--- src/rtl/i2cw_pkg.sv ---
package i2cw_pkg;

    typedef enum logic [3:0] {
        S_IDLE,
        S_DEV,
        S_ACK_DEV,
        S_AHI,
        S_ACK_HI,
        S_ALO,
        S_ACK_LO,
        S_DATA,
        S_ACK_DATA,
        S_PROG
    } wst_t;

    localparam logic [3:0] DEV_TYPE = 4'b1010;

endpackage

--- src/rtl/i2cw_line_cond.sv ---
// Synchronises SCL/SDA and derives edge and bus-condition strobes.
module i2cw_line_cond #(
    parameter int SYNC_STAGES = 2
) (
    input  logic clk,
    input  logic rst_n,
    input  logic scl,
    input  logic sda,
    output logic sda_q,
    output logic scl_rise,
    output logic scl_fall,
    output logic start_evt,
    output logic stop_evt
);
    logic [SYNC_STAGES-1:0] scl_sh, sda_sh;
    logic scl_p, sda_p, scl_q;

    always_ff @(posedge clk or negedge rst_n) begin
        if (!rst_n) begin
            scl_sh <= '1;
            sda_sh <= '1;
            scl_p  <= 1'b1;
            sda_p  <= 1'b1;
        end else begin
            scl_sh <= {scl_sh[SYNC_STAGES-2:0], scl};
            sda_sh <= {sda_sh[SYNC_STAGES-2:0], sda};
            scl_p  <= scl_sh[SYNC_STAGES-1];
            sda_p  <= sda_sh[SYNC_STAGES-1];
        end
    end

    assign scl_q     = scl_sh[SYNC_STAGES-1];
    assign sda_q     = sda_sh[SYNC_STAGES-1];
    assign scl_rise  = scl_q & ~scl_p;
    assign scl_fall  = ~scl_q & scl_p;
    assign start_evt = scl_q & scl_p & sda_p & ~sda_q;
    assign stop_evt  = scl_q & scl_p & ~sda_p & sda_q;
endmodule

--- src/rtl/i2cw_page_buf.sv ---
// One page of pending bytes with a per-slot valid mask.
module i2cw_page_buf #(
    parameter int PAGE_AW = 6,
    parameter int DW      = 8,
    localparam int PAGE_N = 1 << PAGE_AW
) (
    input  logic                         clk,
    input  logic                         rst_n,
    input  logic                         clr,
    input  logic                         wr_en,
    input  logic [PAGE_AW-1:0]           wr_idx,
    input  logic [DW-1:0]                wr_data,
    output logic [PAGE_N-1:0][DW-1:0]    page_q,
    output logic [PAGE_N-1:0]            valid
);
    always_ff @(posedge clk or negedge rst_n) begin
        if (!rst_n)     valid <= '0;
        else if (clr)   valid <= '0;
        else if (wr_en) valid[wr_idx] <= 1'b1;
    end

    always_ff @(posedge clk) begin
        if (wr_en) page_q[wr_idx] <= wr_data;
    end
endmodule

--- src/rtl/i2cw_nv_array.sv ---
// Byte array; a commit writes every valid page slot in one cycle.
module i2cw_nv_array #(
    parameter int MEM_AW  = 9,
    parameter int PAGE_AW = 6,
    parameter int DW      = 8,
    localparam int PAGE_N = 1 << PAGE_AW,
    localparam int MEM_N  = 1 << MEM_AW
) (
    input  logic                         clk,
    input  logic                         commit,
    input  logic [MEM_AW-PAGE_AW-1:0]    page_sel,
    input  logic [PAGE_N-1:0][DW-1:0]    page_q,
    input  logic [PAGE_N-1:0]            valid,
    input  logic [MEM_AW-1:0]            rd_addr,
    output logic [DW-1:0]                rd_data
);
    logic [DW-1:0] mem [MEM_N];

    always_ff @(posedge clk) begin
        if (commit) begin
            for (int i = 0; i < PAGE_N; i++) begin
                if (valid[i]) mem[{page_sel, PAGE_AW'(i)}] <= page_q[i];
            end
        end
    end

    assign rd_data = mem[rd_addr];
endmodule

--- src/rtl/i2c_page_write_slave.sv ---
module i2c_page_write_slave
    import i2cw_pkg::*;
#(
    parameter int MEM_AW      = 9,
    parameter int PAGE_AW     = 6,
    parameter int PROG_CYCLES = 200,
    localparam int PAGE_N     = 1 << PAGE_AW,
    localparam int CNT_W      = $clog2(PROG_CYCLES + 1)
) (
    input  logic              clk,
    input  logic              rst_n,
    input  logic              scl,
    input  logic              sda_in,
    input  logic [2:0]        strap,
    output logic              sda_oe,
    output logic              busy,
    input  logic [MEM_AW-1:0] rd_addr,
    output logic [7:0]        rd_data
);
    wst_t state, nxt;
    logic sda_q, scl_rise, scl_fall, start_evt, stop_evt;
    logic [7:0] sh;
    logic [3:0] bitn;
    logic [MEM_AW-1:0] ptr;
    logic [CNT_W-1:0] prog_cnt;
    logic rx_state, byte_end, addr_ok, buf_wr, buf_clr, buf_any, commit;
    logic [PAGE_N-1:0][7:0] page_q;
    logic [PAGE_N-1:0] valid;

    i2cw_line_cond #(.SYNC_STAGES(2)) u_cond (
        .clk(clk), .rst_n(rst_n), .scl(scl), .sda(sda_in), .sda_q(sda_q),
        .scl_rise(scl_rise), .scl_fall(scl_fall),
        .start_evt(start_evt), .stop_evt(stop_evt)
    );

    assign rx_state = (state == S_DEV) || (state == S_AHI) ||
                      (state == S_ALO) || (state == S_DATA);
    assign byte_end = rx_state && scl_fall && (bitn == 4'd8);
    assign addr_ok  = (sh[7:4] == DEV_TYPE) && (sh[3:1] == strap) && !sh[0];
    assign buf_any  = |valid;
    assign commit   = (state == S_PROG) && (prog_cnt == '0);
    assign buf_wr   = (state == S_DATA) && byte_end && !start_evt && !stop_evt;
    assign buf_clr  = (start_evt && state != S_PROG) || commit;

    // Next-state logic
    always_comb begin
        nxt = state;
        if (state == S_PROG) begin
            nxt = commit ? S_IDLE : S_PROG;
        end else if (start_evt) begin
            nxt = S_DEV;
        end else if (stop_evt) begin
            nxt = buf_any ? S_PROG : S_IDLE;
        end else begin
            unique case (state)
                S_IDLE:     nxt = S_IDLE;
                S_DEV:      if (byte_end) nxt = addr_ok ? S_ACK_DEV : S_IDLE;
                S_ACK_DEV:  if (scl_fall) nxt = S_AHI;
                S_AHI:      if (byte_end) nxt = S_ACK_HI;
                S_ACK_HI:   if (scl_fall) nxt = S_ALO;
                S_ALO:      if (byte_end) nxt = S_ACK_LO;
                S_ACK_LO:   if (scl_fall) nxt = S_DATA;
                S_DATA:     if (byte_end) nxt = S_ACK_DATA;
                S_ACK_DATA: if (scl_fall) nxt = S_DATA;
                S_PROG:     nxt = S_PROG;
            endcase
        end
    end

    // State register and datapath registers
    always_ff @(posedge clk or negedge rst_n) begin
        if (!rst_n) begin
            state    <= S_IDLE;
            sh       <= '0;
            bitn     <= '0;
            ptr      <= '0;
            prog_cnt <= '0;
        end else begin
            state <= nxt;
            if (state != S_PROG && (start_evt || byte_end)) begin
                bitn <= '0;
            end else if (rx_state && scl_rise) begin
                sh   <= {sh[6:0], sda_q};
                bitn <= bitn + 4'd1;
            end
            if (byte_end && state == S_AHI) ptr[MEM_AW-1:8] <= sh[MEM_AW-9:0];
            if (byte_end && state == S_ALO) ptr[7:0] <= sh;
            if (buf_wr) ptr[PAGE_AW-1:0] <= ptr[PAGE_AW-1:0] + 1'b1;
            if (state != S_PROG && nxt == S_PROG) prog_cnt <= CNT_W'(PROG_CYCLES - 1);
            else if (state == S_PROG && !commit) prog_cnt <= prog_cnt - 1'b1;
        end
    end

    // Outputs
    always_comb begin
        sda_oe = (state == S_ACK_DEV) || (state == S_ACK_HI) ||
                 (state == S_ACK_LO)  || (state == S_ACK_DATA);
        busy   = (state == S_PROG);
    end

    i2cw_page_buf #(.PAGE_AW(PAGE_AW), .DW(8)) u_buf (
        .clk(clk), .rst_n(rst_n), .clr(buf_clr), .wr_en(buf_wr),
        .wr_idx(ptr[PAGE_AW-1:0]), .wr_data(sh), .page_q(page_q), .valid(valid)
    );

    i2cw_nv_array #(.MEM_AW(MEM_AW), .PAGE_AW(PAGE_AW), .DW(8)) u_arr (
        .clk(clk), .commit(commit), .page_sel(ptr[MEM_AW-1:PAGE_AW]),
        .page_q(page_q), .valid(valid), .rd_addr(rd_addr), .rd_data(rd_data)
    );
endmodule

--- config.mk ---
export PLATFORM = sky130hd
export DESIGN_NAME = i2c_page_write_slave
export DESIGN_NICKNAME = d
export VERILOG_FILES = /design/src/rtl/i2cw_pkg.sv /design/src/rtl/i2cw_line_cond.sv /design/src/rtl/i2cw_page_buf.sv /design/src/rtl/i2cw_nv_array.sv /design/src/rtl/i2c_page_write_slave.sv
export SDC_FILE = /design/constraint.sdc
export NUM_CORES = 2
export LEC_CHECK = 0
export ABC_AREA = 1
export BUFFER_PORTS_ARGS = -buffer_cell sky130_fd_sc_hd__buf_2
export CAP_MARGIN = 20
export CORE_UTILIZATION = 34
export DETAILED_ROUTE_END_ITERATION = 16
export PLACE_DENSITY = 0.56
export SYNTH_ARGS = -nofsm -noshare
export SYNTH_HDL_FRONTEND = slang
export SYNTH_SLANG_ARGS = --single-unit
--- constraint.sdc ---
create_clock -name clk -period 3.7 [get_ports clk]
set_clock_uncertainty 0.15 [all_clocks]
set_input_delay 0.555 -clock clk [delete_from_list [all_inputs] [get_ports clk]]
set_output_delay 0.555 -clock clk [all_outputs]
set_load 0.02 [all_outputs]
==> impl_metrics.toml <==
[synthesis]
yosysSeqAreaShare = 0.761
synth_edf_count = 4608
ys_warn_count = 0
synth_cell_types = 41
avgSynthCellArea_um2 = 12.5
synth_ff_type = "edfxtp_1"
synth-seq-cells = 4711
ys_async_sr_fraction = 0.0219
synth_area_um2 = 185000
synth_cells = 14900
synth_fp_nets = 14900

[sta]
fin_crit_sh = 1.08
rsz0062_at_grt = "yes"
finalSetupViolCount = 8
fmax_mhz = 251
worst_slack_ns = -0.280
period_needed_ns = 3.98
worst_pin_slew_ns = 1.07
relSlewSlack = 0.289
report.final.slew_viol_count = 0
hold_viol_final = 0

[drt]
via_count = 132000
avgViaCountPerCell = 5.50
drt_pass1_iterations = 6
drc = 0
ant_nets = 0
wire_per_inst_um = 31.8
wl_um = 761000
initialDrtViolationCount = 20600

[final_layout]
num-fill-cells = 48800
final_nets = 16300
layout-drive-gt1-share = 0.248
fin_area_um2 = 237000
area_growth_pct = 28.0

[hold_path]
hold_depth = 0
hold_class = "reg -> reg"
hold_end = "u_cond.scl_sh[1]"
hp-start = "u_cond.scl_sh[0]"

[power_and_ir_drop]
p_per_area_nw_per_um2 = 510
p_leak_nw = 84.5
peakVddDrop_mv = 0.520
total_power_w = 0.121

[clocking]
htree_levels = 5
clkLatencyLatePin_ns = 1.10
numCtsBuffers = 485
clk_path_buf_depth = 4
clk_pin_slew_worst_paths_ns = 0.06
clock_sinks = 4711
cts_tree = "yes"
cts-root-buf = "clkbuf_16"

[die]
core_area_um2 = 542000
fp.dieH_um = 740
rows = 270
io_pins = 26
initial_core_util = 0.342
die_area_um2 = 547000
die_w_um = 740

[worst_setup_path]
slowest_delay_ns = 0.19
worstReg2RegEnd = "u_buf.page_q[391]"
reg2reg_depth = 7
cp_num_buf_inv = 9
worst_setup_path_end_kind = "primary output"
path_cells = "buf_16 > inv_16 > buf_16 > buf_16 > buf_12 > buf_4 > nand2_1 > nand3_1 > nand3_2 > nand3_4 > nand3_2 > buf_6 > nand3_4 > nand3_2 > nand3_2 > nand3_4 > nand2_8 > buf_12 > buf_4"
path_common_cell = "nand3_2"
crit_arrival_ns = 3.28
crit_family = "buffers and inverters"
cp_max_fo = 12
cp.required_ns = 2.99
startpoint_type = "input pin"
cpMaxStageDelayCell = "nand3_1"
reg2reg_slack_ns = 0.30
path_class = "in -> out"
rr_startpoint = "u_cond.scl_p"

[status]
violations = "negative setup slack"
status = "finished with violations"

[placed_design]
gp_congestion = 1.03
hpwl_um = 540000
port-buffer-count = 25
placed_cell_area_um2 = 207000

[global_routing]
grt_max_degree = 68
grt_pass1_vias = 123000
overflow = 0
track_usage = 0.270
grt_first_pass_wirelength_um = 1030000
antenna_found_initial = 36

[flow_run]
maxCapViolCount = 0
-- routing by layer --
layer,GRT usage,up-vias,routed length (um)
met1,0.363,65700,294000
met5,0,-,93
met3,0.0560,1507,81800
li1,-,56200,-
met2,0.411,8203,335000
met4,0.145,14,50500
-- cell families after synthesis --
kind of cell / count (synthesis) / synth area share
adders and majority gates: 4 / 0.000270
xor gates and xnor gates: 11 / 0.000520
DFF: 4711 / 0.761
buffers and inverters: 1045 / 0.0222
and+or+nand+nor: 8990 / 0.212
AOI/OAI and AO/OA: 102 / 0.00382
-- area by class of cell --
type / count / area, um^2 / share of cell area
Multi-Input combinational cell: 9107 / 50300 / 0.212
Tap cell: 7208 / 9020 / 0.0380
Timing Repair inverter: 1 / 20.0 / 0.0000845
Sequential cell: 4711 / 141000 / 0.595
Clock inverter: 308 / 3380 / 0.0143
Timing Repair Buffer: 1919 / 20200 / 0.0851
Inverter: 71 / 310 / 0.00131
Clock buffer: 605 / 12800 / 0.0541
Antenna cell: 11 / 27.5 / 0.000116
-- sequential cells by signal (all words and copies together) (netlist names) --
| register | flops |
|---|---|
| u_arr.mem | 4096 |
| bitn | 4 |
| u_cond.scl_sh | 2 |
| u_buf.page_q | 512 |
| u_cond.scl_p | 1 |
| u_cond.sda_sh | 2 |
| state | 4 |
| u_buf.valid | 64 |
| u_cond.sda_p | 1 |
| sh | 8 |
| ptr | 9 |
| prog_cnt | 8 |
-- layout by cell type (no fill, tap or decap), types with 6 or more instances in the layout --
master / synthesis / final
nor4_1: 15 / 12
edfxtp_1: 4608 / 4608
dfrtp_4: 0 / 8
nor3_1: 10 / 10
nand2_2: 60 / 73
clkbuf_8: 0 / 22
inv_1: 62 / 60
o21ai_0: 20 / 20
xor2_1: 8 / 8
clkinv_1: 1 / 95
nand3_1: 4101 / 2708
inv_6: 0 / 8
bufbuf_16: 0 / 26
clkinv_16: 0 / 12
buf_2: 123 / 12
nand2_8: 0 / 6
bufinv_16: 0 / 56
nand2_1: 4160 / 4140
o21a_1: 62 / 62
nand4_1: 8 / 8
inv_16: 0 / 9
clkbuf_16: 0 / 487
nor2_1: 620 / 620
buf_16: 0 / 70
diode_2: 0 / 11
clkbuf_1: 670 / 98
dfrtp_1: 97 / 89
dlygate4sd3_1: 0 / 9
buf_4: 9 / 1408
nand3_4: 0 / 414
nand3_2: 4 / 983
buf_6: 0 / 126
dfstp_2: 6 / 6
buf_12: 0 / 247
clkinv_2: 0 / 101
clkinvlp_4: 0 / 20
buf_8: 0 / 19
-- per-stage QoR --
stage / util / hold WS, ns / setup WS (ns) / cells / setup TNS (ns)
floorplan: - / 0.109 / 0.860 / 14900 / 0
global placement: 0.383 / 0.203 / -1.56 / 22900 / -8.14
detailed placement: 0.383 / 0.201 / -1.47 / 22900 / -7.92
CTS: 0.436 / 0.211 / -0.162 / 23900 / -1.12
global route: 0.438 / 0.211 / -0.273 / 23900 / -1.95
finish: 0.438 / 0.208 / -0.280 / 23900 / -1.91
-- synth_stat cells, drive strengths merged (14+ instances only) --
| master | instances | share of area |
|---|---|---|
| dfrtp | 97 | 0.013 |
| o21ai | 21 | 0.00057 |
| nand2 | 4220 | 0.086 |
| nor4 | 15 | 0.00051 |
| o21a | 62 | 0.0025 |
| nor2 | 623 | 0.013 |
| nand3 | 4105 | 0.11 |
| nor3 | 14 | 0.00055 |
| clkbuf | 670 | 0.014 |
| buf | 304 | 0.0072 |
| edfxtp | 4608 | 0.75 |
| inv | 70 | 0.0014 |
-- how the worst max path moves through the flow --
stage                      startpoint          to  slack, ns  cells after the start
global placement           rd_addr[1]  rd_data[0]      -1.56                     18
CTS                 u_arr.mem[379][1]  rd_data[1]      -0.16                     13
detailed placement         rd_addr[1]  rd_data[0]      -1.47                     18
floorplan                  rd_addr[0]  rd_data[0]       0.86                     15
finish                     rd_addr[0]  rd_data[3]      -0.28                     19
global route               rd_addr[0]  rd_data[7]      -0.27                     21
-- power breakdown --
group	internal (W)	switching [W]	leakage [nW]
clock	0.0285	0.0217	7.89
combinational	0.00336	0.00807	33.8
sequential	0.0586	0.000576	42.8
total	0.0905	0.0304	84.5
-- timing repair --
action,CTS,global route
setup endpoints to repair,8,8
hold buffers,10,0
cloned,52,1
gates resized for setup,1984,117
pin swaps,317,43
setup buffers,66,3
hold endpoints to repair,100,0
Power figures use the tool's default switching activity.
